[config.mk]
export PLATFORM = sky130hd
export DESIGN_NAME = adc_pingpong_capture
export DESIGN_NICKNAME = d
export VERILOG_FILES = /design/src/rtl/adc_pingpong_capture.sv
export SDC_FILE = /design/constraint.sdc
export NUM_CORES = 1
export LEC_CHECK = 0
export CAP_MARGIN = 20
export CORE_ASPECT_RATIO = 0.9
export CORE_MARGIN = 3
export CORE_UTILIZATION = 35
export CTS_BUF_LIST = sky130_fd_sc_hd__clkbuf_4
export CTS_CLUSTER_DIAMETER = 80
export DETAILED_ROUTE_END_ITERATION = 12
export GPL_ROUTABILITY_DRIVEN = 0
export PLACE_DENSITY = 0.58
export SYNTH_ARGS = -nofsm -noshare
export SYNTH_HDL_FRONTEND = slang
export SYNTH_SLANG_ARGS = --single-unit
[constraint.sdc]
create_clock -name clk -period 3.1 [get_ports clk]
set_clock_uncertainty 0.2 [all_clocks]
set_input_delay 0.62 -clock clk [delete_from_list [all_inputs] [get_ports clk]]
set_output_delay 0.62 -clock clk [all_outputs]
set_load 0.05 [all_outputs]
[src/rtl/adc_pingpong_capture.sv]
module adc_pingpong_capture #(
  parameter int DATA_W = 16,
  parameter int DEPTH  = 16,
  parameter int DIV_W  = 16,
  localparam int AW    = $clog2(DEPTH)
) (
  input  logic              clk,
  input  logic              rst_n,
  input  logic              enable_i,
  input  logic [DIV_W-1:0]  div_i,
  output logic              conv_start_o,
  input  logic              adc_valid_i,
  input  logic [DATA_W-1:0] adc_data_i,
  input  logic              bypass_i,
  output logic [DATA_W-1:0] dut_data_o,
  output logic              dut_valid_o,
  input  logic [AW-1:0]     rd_addr_i,
  output logic [DATA_W-1:0] rd_data_o,
  output logic              rd_bank_o,
  output logic              ready_o,
  output logic              overrun_o,
  input  logic              release_i
);

  logic [DIV_W-1:0]  div_cnt;
  logic [DATA_W-1:0] pipe_data;
  logic              pipe_valid;
  logic [DATA_W-1:0] bank0 [DEPTH];
  logic [DATA_W-1:0] bank1 [DEPTH];
  logic              wr_bank;
  logic [AW-1:0]     wr_ptr;
  logic              sect_done;

  always_ff @(posedge clk) begin
    if (!rst_n || !enable_i) begin
      div_cnt      <= '0;
      conv_start_o <= 1'b0;
    end else if (div_cnt >= div_i) begin
      div_cnt      <= '0;
      conv_start_o <= 1'b1;
    end else begin
      div_cnt      <= div_cnt + 1'b1;
      conv_start_o <= 1'b0;
    end
  end

  always_ff @(posedge clk) begin
    if (!rst_n) begin
      pipe_data  <= '0;
      pipe_valid <= 1'b0;
    end else begin
      pipe_data  <= adc_data_i;
      pipe_valid <= adc_valid_i;
    end
  end

  assign dut_data_o  = bypass_i ? adc_data_i  : pipe_data;
  assign dut_valid_o = bypass_i ? adc_valid_i : pipe_valid;

  assign sect_done = adc_valid_i && (wr_ptr == AW'(DEPTH - 1));

  always_ff @(posedge clk) begin
    if (adc_valid_i) begin
      if (wr_bank) bank1[wr_ptr] <= adc_data_i;
      else         bank0[wr_ptr] <= adc_data_i;
    end
  end

  always_ff @(posedge clk) begin
    if (!rst_n) begin
      wr_bank   <= 1'b0;
      wr_ptr    <= '0;
      rd_bank_o <= 1'b1;
      ready_o   <= 1'b0;
      overrun_o <= 1'b0;
    end else begin
      if (adc_valid_i)
        wr_ptr <= sect_done ? '0 : wr_ptr + 1'b1;
      if (sect_done) begin
        wr_bank   <= ~wr_bank;
        rd_bank_o <= wr_bank;
        ready_o   <= 1'b1;
        overrun_o <= (overrun_o || ready_o) && !release_i;
      end else if (release_i) begin
        ready_o   <= 1'b0;
        overrun_o <= 1'b0;
      end
    end
  end

  always_ff @(posedge clk)
    rd_data_o <= rd_bank_o ? bank1[rd_addr_i] : bank0[rd_addr_i];

  a_r1_pulse_single: assert property (@(posedge clk) disable iff (!rst_n)
    (conv_start_o && div_i != '0 && $stable(div_i)) |=> !conv_start_o);

  a_r1_disabled_quiet: assert property (@(posedge clk) disable iff (!rst_n)
    !enable_i |=> !conv_start_o);

  a_r3_one_cycle_delay: assert property (@(posedge clk) disable iff (!rst_n)
    !bypass_i |=> (!bypass_i -> dut_valid_o == $past(adc_valid_i)));

  a_r4_ready_after_fill: assert property (@(posedge clk) disable iff (!rst_n)
    sect_done |=> ready_o);

  a_r4_bank_swap: assert property (@(posedge clk) disable iff (!rst_n)
    sect_done |=> (wr_bank != $past(wr_bank)) && (rd_bank_o == $past(wr_bank)));

  a_r6_banks_differ: assert property (@(posedge clk) disable iff (!rst_n)
    ready_o |-> (wr_bank != rd_bank_o));

  a_r7_release_clears: assert property (@(posedge clk) disable iff (!rst_n)
    (release_i && !sect_done) |=> (!ready_o && !overrun_o));

  a_r8_overrun_set: assert property (@(posedge clk) disable iff (!rst_n)
    (sect_done && ready_o && !release_i) |=> overrun_o);

  a_r10_release_race: assert property (@(posedge clk) disable iff (!rst_n)
    (sect_done && release_i) |=> (ready_o && !overrun_o));

endmodule

==> results.tsv, run 1 <==
metric	value	unit
status	finished clean	
cts_buffers	145	
die_h	243	um
met2_usage	0.238	
fin_setup_tns	0	ns
seq_power_share	0.523	
track_usage	0.172	
die_area	65500	um^2
synth-seq-area-share	0.756	
die_w	269	um
cts_tree	done	
setup_viol	0	
postCtsSetupRepairBufs	0	
p_clk_frac	0.410	
drc	0	
synth_cells	1058	
wl_per_cell	24.6	um
root_buffer	clkbuf_4	
path_cells	dlygate4sd2_1	
synth-edff-count	512	
grtUsageMet1	0.246	
slowest_delay	0.71	ns
ant_nets	0	
finalCriticalPeriod	2.95	ns
p_per_area	609	nW/um^2
tightest_slew	0.604	ns
start_kind	register	
drt_wl_total	56200	um
synthFlopType	edfxtp_1	
grt_pass1_wl	81800	um
setup.worst_path.class	reg2out	
synth_warnings	0	
slew_headroom	0.597	
yosys.area.top_type_share	0.703	
crit_required	2.28	ns
comb_power_share	0.067	
clockBufferDepth	3	
switching_share	0.226	
post-route-period-util	0.953	
synth_nets	1121	
nets	1396	
synth_top_cell_by_area	edfxtp_1	
place_inst	2022	
synthTopCellsByArea	edfxtp_1 70%, mux4_2 13%, dfxtp_1 5.3%	
core_area	61500	um^2
rows	86	
antenna_found_initial	5	
intPower	12.5	mW
postCtsHoldBufs	0	
synth-async-reset-ratio	0	
ys_seq_elements	570	
drv_cap	0	
vias	11500	
numPortBuffers	78	
synth_area	21900	um^2
crit_slowest_cell	dfxtp_1	
post_cts_resized	1	
p_sw	3.66	mW
synth.most_common_cell	edfxtp_1	
area_delta_synth_final	21.6	%
start_util	0.355	
final_area	26600	um^2
clk_pin_slew	0.07	ns
synth.distinct_cells	44	
finalHoldViolations	0	
cp-end-kind	primary output	
drive_gt1_frac	0.369	
grt_max_degree	34	
critPathTopFamily	flip-flops	
insertion_delay	0.82	ns
cellLeakagePower	8.96	nW
syn_area_per_cell	20.7	um^2
drtIter0Drc	944	
grt_pass1_vias	11900	
hold-worst-slack	0.175	ns
top_usage_layer	met1	
drt_pass1_iterations	5	
ys_top_cells_by_count	512 x edfxtp_1, 128 x mux4_2, 64 x o22ai_1	
met3_usage	0.0714	
stdcell_count	2286	
clock-sinks	570	
rsz0062_at_grt	no	
htree_levels	4	
cp_num_buf_inv	1	
hpwl	35500	um
dpl_cell_area	24600	um^2
arrival	2.13	ns
hp-class	in2reg	
final_util	0.432	
vdd.ir_drop.worst	254	uV
globalRouteOverflowTotal	0	
max_freq	338	MHz
drv_slew	0	
avgViaCountPerCell	5.04	
pin_count	79	
cp_max_fo	10	
reg2reg_slack	0.80	ns
[power groups by stage]
stage	clock network (mW)	registers, mW	logic [mW]
after global placement	0	8.63	1.08
after CTS	6.86	8.46	1.10
final	6.64	8.46	1.08
after detailed placement	0	8.63	1.09
after global routing	7.30	8.46	1.14
after floorplan	0	8.70	0.469
[sequential cells by signal (all words and copies together) (netlist names)]
register,flops
pipe_valid,1
rd_bank_o,1
div_cnt,16
wr_bank,1
ready_o,1
overrun_o,1
wr_ptr,4
rd_data_o,16
pipe_data,16
conv_start_o,1
bank1,256
bank0,256
[logic make-up (layout without fill, tap and decap cells)]
family / after synthesis / in the layout / synth area share
AOI/OAI and AO/OA: 84 / 84 / 0.0245
xor gates and xnor gates: 16 / 16 / 0.00641
adders and majority gates: 21 / 21 / 0.0120
buffers and inverters: 73 / 459 / 0.0189
DFF: 570 / 570 / 0.756
muxes: 147 / 147 / 0.142
other: 0 / 6 / 0
and+or+nand+nor: 147 / 147 / 0.0402
[stage by stage]
stage | setup slack, ns | total power [mW]
2_1_floorplan | 0.531 | 9.17
3_3_place_gp | 0.163 | 9.71
3_5_place_dp | 0.135 | 9.72
4_1_cts | 0.0441 | 16.4
5_1_grt | 0.0131 | 16.9
6_report | 0.146 | 16.2
[per-layer routing]
metal  up-vias  share of wire
met2       534           0.43
li1       5011              -
met4         0          0.022
met1      5921           0.44
met3        66           0.11
met5         -              0
[cell type report]
type / instances / area [um^2]
well taps: 836 / 1050
inverters: 20 / 75.1
diodes: 6 / 15.0
fillers: 5457 / 35000
multi-input cells: 415 / 4920
flip-flops and latches: 570 / 16500
clock inverters: 45 / 345
repair buffers: 181 / 2030
clock buffers: 213 / 1600
[worst reg2reg max path, stage by stage (launching register included)]
cell	delay (ns)
dfxtp_1	0.71
or3b_2	0.51
o22ai_1	0.21
buf_4	0.19
nor4_2	0.35
[worst paths after layout]
| path | startpoint | to | depth (start not counted) |
|---|---|---|---|
| worst min-delay path | enable_i | conv_start_o | 3 |
| worst min register to register | div_cnt[0] | div_cnt[0] | 1 |
| worst max-delay path | rd_bank_o | rd_bank_o | 1 |
| worst max register to register | rd_bank_o | rd_data_o[12] | 4 |
[cells in the final DEF (no fill, tap or decap), drive strengths merged, types with 6 or more instances in the layout]
cell type and instances:
edfxtp 512, clkbuf 214, mux4 128, buf 121, o22ai 64, dfxtp 58
clkdlybuf4s50 56, nor2 50, clkinv 35, inv 23, ha 21, and2 20
nand2 17, mux2 17, nor4 16, xor2 14, nand3 13, and3 11
a21oi 8, diode 6, bufinv 6
No activity file was read; power rests on OpenSTA's default activity.
==> run 2: changes to the inputs <==
PLACE_DENSITY = unset   (was 0.58)
RECOVER_POWER = 50   (was unset)
==> run 2 against run 1 <==
Effect of this change:
- the flow now finishes with violations (capacitance limit, slew limit)
- maximum frequency fell by 1.1%
- sequential cell count did not move
- critical endpoint unchanged
- total power fell by 1.8%
- largest power group unchanged
- utilization fell by 0.24 points
- clock power decreased by 4.1%
- critical path type unchanged
- combinational power hardly changed
- non-clock buffer count did not move
- critical path depth stayed put
- register-to-register slack lost 0.23 ns
- routed wire length is 2.3% lower
==> results.tsv, run 2 (synthesis gave the netlist of run 1 again) <==
metric	value	unit	change
status	finished with violations		was finished clean
violations	capacitance limit, slew limit		
path_cells	dlygate4sd2_1		unchanged
rows	86		unchanged
pin_count	79		unchanged
vias	11500		about the same
arrival	2.17	ns	was 2.13 ns
grt_max_degree	48		was 34
clock-sinks	570		unchanged
finalWorstSetupSlack	0.113	ns	was 0.146 ns
layout_common_cells	512 x edfxtp_1, 211 x clkbuf_4, 128 x mux4_2		was 512 x edfxtp_1, 213 x clkbuf_4, 128 x mux4_2
slew_headroom	-0.318		was 0.597
grt_pass1_wl	80200	um	was 81,800 um
drc	0		unchanged
track_usage	0.170		was 0.172
drv_slew	441		was 0
cts_tree	done		unchanged
wl_per_cell	24.1	um	was 24.6 um
p_total	15.9	mW	was 16.2 mW
reg_top3	bank0 x256, bank1 x256		unchanged
die_w	269	um	unchanged
critPathTopFamily	flip-flops		unchanged
start_util	0.355		unchanged
setup_viol	0		unchanged
finalHoldViolations	0		unchanged
core_area	61500	um^2	unchanged
max_freq	335	MHz	was 338 MHz
antenna_found_initial	6		was 5
insertion_delay	0.94	ns	was 0.82 ns
regArea	16500	um^2	unchanged
tightest_slew	1.98	ns	was 0.604 ns
dp_worst_setup_slack	0.145	ns	was 0.135 ns
cp_num_buf_inv	1		unchanged
mostFrequentLayoutCell	edfxtp_1		unchanged
cts_buffers	145		unchanged
crit_required	2.28	ns	about the same
cp-end-kind	primary output		unchanged
ant_nets	0		unchanged
cp_max_fo	10		unchanged
drive_gt1_frac	0.349		was 0.369
grt_pass1_vias	11700		was 11,900
p_per_area	602	nW/um^2	was 609 nW/um^2
start_kind	register		unchanged
drt_wl_total	54900	um	was 56,200 um
finalCriticalPeriod	2.99	ns	was 2.95 ns
setup.worst_path.class	reg2out		unchanged
area_delta_synth_final	20.9	%	was 21.6%
die_h	243	um	unchanged
clk_pin_slew	0.07	ns	about the same
cellLeakagePower	8.81	nW	was 8.96 nW
avgViaCountPerCell	5.07		was 5.04
slowest_delay	0.65	ns	was 0.71 ns
hpwl	35300	um	was 35,500 um
hp-class	in2reg		unchanged
root_buffer	clkbuf_4		unchanged
die_area	65500	um^2	unchanged
numPortBuffers	78		unchanged
drv_cap	13		was 0
crit_slowest_cell	dfxtp_1		unchanged
clockBufferDepth	3		unchanged
htree_levels	4		unchanged
nets	1396		unchanged
globalRouteOverflowTotal	0		unchanged
multi_input_area	4920	um^2	unchanged
drt_pass1_iterations	5		unchanged
post-route-period-util	0.964		was 0.953
vdd.ir_drop.worst	261	uV	was 254 uV
drtIter0Drc	1119		was 944
fillers	5487		was 5,457
postCtsSetupRepairBufs	0		unchanged
==> run 2: layer usage <==
metal	track usage	routed length, um	part of all wire	vias up
met4	0.0600	858	0.016	0
met5	0	0	0	-
li1	-	-	-	5002
met3	0.0588	5370	0.098	60
met2	0.246	24700	0.45	504
met1	0.240	23900	0.44	5969
==> run 2: path summary, 6_finish.rpt <==
kind	slack, ns	start	to	depth (start not counted)
worst min register to register	0.31	ready_o	ready_o	2
worst max register to register	0.57	wr_ptr[0]	bank1[15][15]	3
worst min-delay path	0.20	release_i	overrun_o	2
worst max-delay path	0.11	rd_bank_o	rd_bank_o	1
==> run 2: timing repair <==
action | 4_1_cts | 5_1_grt
resized for setup | 11 | 0
hold endpoints to repair | 1 | 0
hold buffers | 1 | 0
endpoints found under the setup margin | 11 | 0
==> run 2: final cells by class <==
cell class | instances | share of cell area
Clock buffer | 211 | 0.0599
Clock inverter | 37 | 0.00975
Antenna cell | 6 | 0.000568
Tap cell | 836 | 0.0396
Sequential cell | 570 | 0.626
Inverter | 20 | 0.00284
Multi-Input combinational cell | 415 | 0.186
Timing Repair Buffer | 181 | 0.0753
==> run 2: metrics by stage <==
stage / utilization / setup TNS [ns] / hold WS (ns) / cells / area, um^2
after global placement: 0.401 / 0 / 0.283 / 2021 / 24700
after floorplan: - / 0 / 0.258 / 1058 / 21900
after CTS: 0.431 / 0 / 0.0711 / 2270 / 26500
after global routing: 0.429 / -0.0356 / 0.103 / 2274 / 26400
final: 0.429 / 0 / 0.197 / 2276 / 26400
after detailed placement: 0.401 / 0 / 0.293 / 2021 / 24700
==> run 2: report_power, final <==
group	internal (mW)	total (mW)	switching, mW
registers	8.45	8.48	0.0355
logic	0.416	1.06	0.639
clock network	3.44	6.37	2.93
total	12.3	15.9	3.60
